<file path="config.mk">
export PLATFORM = sky130hd
export DESIGN_NAME = dbirq_bank
export DESIGN_NICKNAME = d
export VERILOG_FILES = /design/src/rtl/dbirq_pkg.sv /design/src/rtl/dbirq_sync.sv /design/src/rtl/dbirq_filter.sv /design/src/rtl/dbirq_regs.sv /design/src/rtl/dbirq_bank.sv
export SDC_FILE = /design/constraint.sdc
export NUM_CORES = 1
export LEC_CHECK = 0
export CAP_MARGIN = 40
export CELL_PAD_IN_SITES_DETAIL_PLACEMENT = 1
export CELL_PAD_IN_SITES_GLOBAL_PLACEMENT = 2
export CORE_UTILIZATION = 30
export DETAILED_ROUTE_END_ITERATION = 10
export PLACE_DENSITY_LB_ADDON = 0.1
export REMOVE_ABC_BUFFERS = 1
export SLEW_MARGIN = 20
export SYNTH_ARGS = -nofsm -noshare
export SYNTH_HDL_FRONTEND = slang
export SYNTH_SLANG_ARGS = --single-unit
export TNS_END_PERCENT = 30
</file>
<file path="constraint.sdc">
create_clock -name clk -period 7.83 [get_ports clk]
set_input_delay 1.566 -clock clk [delete_from_list [all_inputs] [get_ports clk]]
set_output_delay 1.566 -clock clk [all_outputs]
set_load 0.1 [all_outputs]
</file>
<file path="src/rtl/dbirq_pkg.sv">
package dbirq_pkg;

    localparam int N_LINES  = 8;
    localparam int WIN_BITS = 12;
    localparam int BUS_AW   = 8;
    localparam int BUS_DW   = 32;

    localparam logic [BUS_AW-1:0] OFS_DATA   = 8'h00;
    localparam logic [BUS_AW-1:0] OFS_DMASK  = 8'h04;
    localparam logic [BUS_AW-1:0] OFS_POL    = 8'h14;
    localparam logic [BUS_AW-1:0] OFS_EN     = 8'h18;
    localparam logic [BUS_AW-1:0] OFS_RAW    = 8'h1C;
    localparam logic [BUS_AW-1:0] OFS_MASKED = 8'h20;
    localparam logic [BUS_AW-1:0] OFS_CLR    = 8'h24;
    localparam logic [BUS_AW-1:0] OFS_ARM    = 8'h28;
    localparam int                CTRL_BASE  = 'h40;

    typedef struct packed {
        logic              sel;
        logic              we;
        logic [BUS_AW-1:0] addr;
        logic [BUS_DW-1:0] wdata;
    } bus_req_t;

    function automatic logic [WIN_BITS-1:0] eff_window(input logic [WIN_BITS-1:0] w);
        return (w == '0) ? WIN_BITS'(1) : w;
    endfunction

endpackage

</file>
<file path="src/rtl/dbirq_sync.sv">
module dbirq_sync #(
    parameter int LINES = dbirq_pkg::N_LINES
) (
    input  logic             clk,
    input  logic             rst,
    input  logic [LINES-1:0] async_in,
    output logic [LINES-1:0] sync_out
);
    logic [LINES-1:0] stage1;

    always_ff @(posedge clk) begin
        if (rst) begin
            stage1   <= '0;
            sync_out <= '0;
        end else begin
            stage1   <= async_in;
            sync_out <= stage1;
        end
    end
endmodule

</file>
<file path="src/rtl/dbirq_filter.sv">
module dbirq_filter
    import dbirq_pkg::*;
(
    input  logic                clk,
    input  logic                rst,
    input  logic                tick,
    input  logic                sample,
    input  logic [WIN_BITS-1:0] window,
    output logic                level
);
    logic [WIN_BITS-1:0] cnt;
    logic [WIN_BITS:0]   next_cnt;
    logic [WIN_BITS-1:0] limit;

    assign limit    = eff_window(window);
    assign next_cnt = {1'b0, cnt} + 1'b1;

    always_ff @(posedge clk) begin
        if (rst) begin
            level <= 1'b0;
            cnt   <= '0;
        end else if (sample == level) begin
            cnt <= '0;
        end else if (tick) begin
            if (next_cnt >= {1'b0, limit}) begin
                level <= sample;
                cnt   <= '0;
            end else begin
                cnt <= next_cnt[WIN_BITS-1:0];
            end
        end
    end


    level_on_tick_chk: assert property (@(posedge clk) disable iff (rst)
        !$stable(level) |-> $past(tick));


    level_follows_input_chk: assert property (@(posedge clk) disable iff (rst)
        !$stable(level) |-> (level == $past(sample)));
endmodule

</file>
<file path="src/rtl/dbirq_regs.sv">
module dbirq_regs
    import dbirq_pkg::*;
#(
    parameter int LINES = N_LINES
) (
    input  logic                            clk,
    input  logic                            rst,
    input  bus_req_t                        req,
    input  logic [LINES-1:0]                stable,
    output logic [BUS_DW-1:0]               rdata,
    output logic [LINES-1:0][WIN_BITS-1:0]  window,
    output logic                            irq
);
    logic [LINES-1:0] dmask, pol, en, arm, raw;
    logic [LINES-1:0] capture, clr_bits, masked;
    logic             wr;

    assign wr       = req.sel && req.we;
    assign capture  = arm & en & ~(stable ^ pol);
    assign clr_bits = (wr && req.addr == OFS_CLR) ? req.wdata[LINES-1:0] : '0;
    assign masked   = raw & en;
    assign irq      = |masked;

    always_ff @(posedge clk) begin
        if (rst) begin
            dmask  <= '0;
            pol    <= '0;
            en     <= '0;
            arm    <= '0;
            raw    <= '0;
            window <= '0;
        end else begin
            raw <= (raw & ~clr_bits) | capture;
            if (wr && req.addr == OFS_ARM) arm <= req.wdata[LINES-1:0] & ~capture;
            else                           arm <= arm & ~capture;
            if (wr && req.addr == OFS_DMASK) dmask <= req.wdata[LINES-1:0];
            if (wr && req.addr == OFS_POL)   pol   <= req.wdata[LINES-1:0];
            if (wr && req.addr == OFS_EN)    en    <= req.wdata[LINES-1:0];
            for (int i = 0; i < LINES; i++) begin
                if (wr && req.addr == BUS_AW'(CTRL_BASE + 4 * i))
                    window[i] <= req.wdata[WIN_BITS-1:0];
            end
        end
    end

    always_comb begin
        rdata = '0;
        case (req.addr)
            OFS_DATA:   rdata = {{(BUS_DW-LINES){1'b0}}, stable & dmask};
            OFS_DMASK:  rdata = {{(BUS_DW-LINES){1'b0}}, dmask};
            OFS_POL:    rdata = {{(BUS_DW-LINES){1'b0}}, pol};
            OFS_EN:     rdata = {{(BUS_DW-LINES){1'b0}}, en};
            OFS_RAW:    rdata = {{(BUS_DW-LINES){1'b0}}, raw};
            OFS_MASKED: rdata = {{(BUS_DW-LINES){1'b0}}, masked};
            OFS_ARM:    rdata = {{(BUS_DW-LINES){1'b0}}, arm};
            default: begin
                for (int i = 0; i < LINES; i++) begin
                    if (req.addr == BUS_AW'(CTRL_BASE + 4 * i))
                        rdata = {{(BUS_DW-WIN_BITS){1'b0}}, window[i]};
                end
            end
        endcase
    end


    capture_needs_arm_chk: assert property (@(posedge clk) disable iff (rst)
        ((raw & ~$past(raw)) & ~$past(arm & en)) == '0);


    arm_drops_on_capture_chk: assert property (@(posedge clk) disable iff (rst)
        ((raw & ~$past(raw)) & arm) == '0);


    irq_has_source_chk: assert property (@(posedge clk) disable iff (rst)
        irq |-> (raw != '0));
endmodule

</file>
<file path="src/rtl/dbirq_bank.sv">
module dbirq_bank
    import dbirq_pkg::*;
#(
    parameter int LINES = N_LINES
) (
    input  logic              clk,
    input  logic              rst,
    input  logic              ms_tick,
    input  logic [LINES-1:0]  line_in,
    input  logic              bus_sel,
    input  logic              bus_we,
    input  logic [BUS_AW-1:0] bus_addr,
    input  logic [BUS_DW-1:0] bus_wdata,
    output logic [BUS_DW-1:0] bus_rdata,
    output logic              irq
);
    logic [LINES-1:0]               synced;
    logic [LINES-1:0]               stable;
    logic [LINES-1:0][WIN_BITS-1:0] window;
    bus_req_t                       req;

    assign req = '{sel: bus_sel, we: bus_we, addr: bus_addr, wdata: bus_wdata};

    dbirq_sync #(.LINES(LINES)) u_sync (
        .clk(clk), .rst(rst), .async_in(line_in), .sync_out(synced)
    );

    for (genvar g = 0; g < LINES; g++) begin : g_line
        dbirq_filter u_filter (
            .clk(clk), .rst(rst), .tick(ms_tick),
            .sample(synced[g]), .window(window[g]), .level(stable[g])
        );
    end

    dbirq_regs #(.LINES(LINES)) u_regs (
        .clk(clk), .rst(rst), .req(req), .stable(stable),
        .rdata(bus_rdata), .window(window), .irq(irq)
    );
endmodule

</file>
==> results.py <==
metrics = {
    "placed_design": {
        "dpl.hpwl_um": 38950,
        "port_buffers": 45,
        "pre_cts_slack_ps": 1802,
        "post_dp_cell_area_um2": 16410,
        "gp_congestion": 0.8031,
    },
    "critical_path": {
        "start_kind": "primary input",
        "cp-end-kind": "primary output",
        "critical_path_class": "primary input to primary output",
        "critical_path_arrival_ps": 4530,
        "cp_slowest_stage_delay_ps": 540,
        "path_max_fanout": 21,
        "cp_slowest_cell": "and3_1",
        "required_ps": 6260,
        "crit_top_cell": "buf_4",
        "crit_chain": "clkdlybuf4s50_1 -> nor2_1 -> buf_4 -> and3_1 -> nand2_1 -> o221ai_1 -> o211ai_1 -> buf_4",
    },
    "power_and_ir_drop": {
        "clock_power_share_pct": 53.2,
        "switching_share_pct": 25.08,
        "p_comb_share_pct": 6.0,
        "vdd_drop_max_v": 0.0001089,
        "power.switching_uw": 807.3,
        "power.leakage_nw": 6.682,
        "powerDensity_nw_per_um2": 182.0,
        "sequentialPowerShare_pct": 40.8,
        "internal-power_mw": 2.411,
    },
    "sta": {
        "skew_ps": 11.88,
        "slew_violations": 0,
        "tns_ps": 0,
        "period_share_pct": 77.90,
        "slew-limit-headroom_pct": 43.34,
        "worst_slew_pin_slew_ps": 847.3,
        "hold_violations": 0,
        "rsz0062_at_grt": "no",
        "fin_crit_ps": 6100,
        "setup_ws_ps": 1730,
        "fmax_ghz": 0.1639,
        "setup_viol": 0,
    },
    "hold_path": {
        "hold_class": "flop to flop",
    },
    "cells_and_area": {
        "final_util_pct": 35.11,
        "final_area_um2": 17690,
        "num_antenna_cells": 0,
        "fin_nets": 2086,
        "drive_above_1_share_pct": 8.384,
        "syn_to_final_growth_pct": 14.73,
    },
    "synthesis": {
        "syn-instance-count": 1914,
        "synth-simple-area-share_pct": 20.76,
        "synth-main-ff-cell": "dfxtp_1",
        "async_reset_ff_share_pct": 0,
        "synthTopCellsByArea": "dfxtp_1 (33%), ha_1 (8.4%), nand2_1 (5.9%)",
        "avgSynthCellArea_um2": 8.055,
        "yosysWarnings": 0,
        "synth_xor_area_share_pct": 5.738,
        "yosys.area.top_type": "dfxtp_1",
        "synth_cell_types": 74,
        "synth_top_area_share_pct": 33.24,
        "synth_edf_count": 0,
        "synth.yosys.seq_area_share_pct": 33.24,
        "yosys.area_share.adder_pct": 8.440,
        "synth_area_um2": 15420,
        "synth_seq_cells": 256,
        "synth_compound_area_share_pct": 18.91,
        "synth_top_family_by_area": "simple AND/OR/NAND/NOR gates",
        "synth_mux_area_share_pct": 5.965,
    },
    "global_route": {
        "grt_pass1_vias": 14100,
        "antenna_found_initial": 0,
        "grt_usage_pct": 20.74,
        "grt_max_degree": 71,
        "overflow": 0,
        "grt_pass1_wl_um": 84580,
    },
    "run_status": {
        "status": "finished clean",
    },
    "route": {
        "drtIter0Drc": 523,
        "firstDrtPassIters": 5,
        "remaining_drc_errors": 0,
        "wire_per_inst_um": 20.68,
        "final_antenna_net_count": 0,
        "wl_um": 54350,
        "via_per_inst": 5.229,
        "vias": 13740,
    },
    "clock_tree": {
        "cts_resized": 0,
        "cts.sinks": 256,
        "cts_tree": "built",
        "cts_buffers": 36,
        "cts_hold_buffers": 0,
        "clk_pin_slew_ps": 50,
        "cts_max_level": 2,
        "clk_latency_ps": 550,
        "clock_path_buffers": 3,
        "cts_setup_buffers": 0,
        "cts-root-buf": "clkbuf_16",
    },
    "flow_run": {
        "drv_cap": 0,
    },
    "die": {
        "num_rows": 82,
        "core-area_um2": 50380,
        "dieArea_um2": 52300,
        "die_y_um": 228.7,
        "ios": 86,
        "initial_core_util_pct": 30.60,
        "die_w_um": 228.7,
    },
}
final cells by class:
cell class              count  area [um2]
fillers                  6001       32690
multi-input cells        1434        9296
flip-flops and latches    256        5125
clock buffers              53        1086
well taps                 672       840.8
repair buffers             82       748.2
inverters                 119       446.7
clock inverters            12       145.1
routing by layer:
layer	vias to the layer above	global-route usage, %	part of all wire (%)
li1	6739	-	-
met1	6742	27.29	47
met2	185	34.83	47
met3	75	2.745	3.1
met4	0	6.753	2.7
met5	-	0	0
cell usage after synthesis (34+ instances only):
library cell,n
o21ai_0,97
mux2i_1,57
xor2_1,40
inv_1,119
and3_1,41
nand3_1,94
clkbuf_1,70
a21oi_1,162
ha_1,104
xnor2_1,61
nor2_1,125
a22o_1,34
nand2_1,242
dfxtp_1,256
worst max-delay path: cells and delay by family:
kind	cells	cell delay (ps)
buf+inv	3	980
simple gates	3	1220
compound gates	2	740
worst paths after layout:
kind,from,to,slack [ps],depth (start not counted)
setup / recovery,bus_addr[1],bus_rdata[3],1730,8
hold / removal,u_sync.stage1[2]$_SDFF_PP0_,u_sync.sync_out[2]$_SDFF_PP0_,430,1
hold reg to reg,u_sync.stage1[2]$_SDFF_PP0_,u_sync.sync_out[2]$_SDFF_PP0_,430,1
setup reg to reg,g_line[3].u_filter.cnt[0]$_SDFFE_PP0P_,g_line[3].u_filter.cnt[4]$_SDFFE_PP0P_,3910,13
cell usage in the layout, fill, tap and decap left out, types with 41 or more instances in the layout:
master,n
a21oi_1,162
and3_1,41
dfxtp_1,256
ha_1,104
inv_1,118
mux2i_1,57
nand2_1,242
nand3_1,94
nor2_1,125
o21ai_0,97
xnor2_1,61
cells by family (layout without fill, tap and decap cells):
kind of cell | Yosys count | count (layout)
mux | 80 | 80
xor+xnor | 101 | 101
buf+inv | 243 | 266
other cells | 1 | 20
flops | 256 | 256
simple gates | 667 | 667
fa+ha+maj | 104 | 104
compound gates | 462 | 462
power by group through the flow:
stage	combinational (mW)	clock (mW)	sequential, mW
floorplan	0.0906	0	1.34
global placement	0.191	0	1.34
global route	0.205	1.81	1.31
finish	0.194	1.71	1.31
detailed placement	0.195	0	1.34
CTS	0.196	1.76	1.31
state kept, by name, indices dropped and copies added (netlist names):
name                   flops
g_line.u_filter.cnt       96
g_line.u_filter.level      8
u_regs.arm                 8
u_regs.dmask               8
u_regs.en                  8
u_regs.pol                 8
u_regs.raw                 8
u_regs.window             96
u_sync.stage1              8
u_sync.sync_out            8
stage by stage:
step / cells / hold WS, ps / power, mW
after floorplan: 1809 / 413.8 / 1.430
after global placement: 2547 / 416.4 / 1.531
after detailed placement: 2558 / 427.0 / 1.535
after CTS: 2623 / 440.2 / 3.272
after global routing: 2628 / 463.3 / 3.330
final: 2628 / 434.1 / 3.218
No activity file was read; power rests on OpenSTA's default activity.
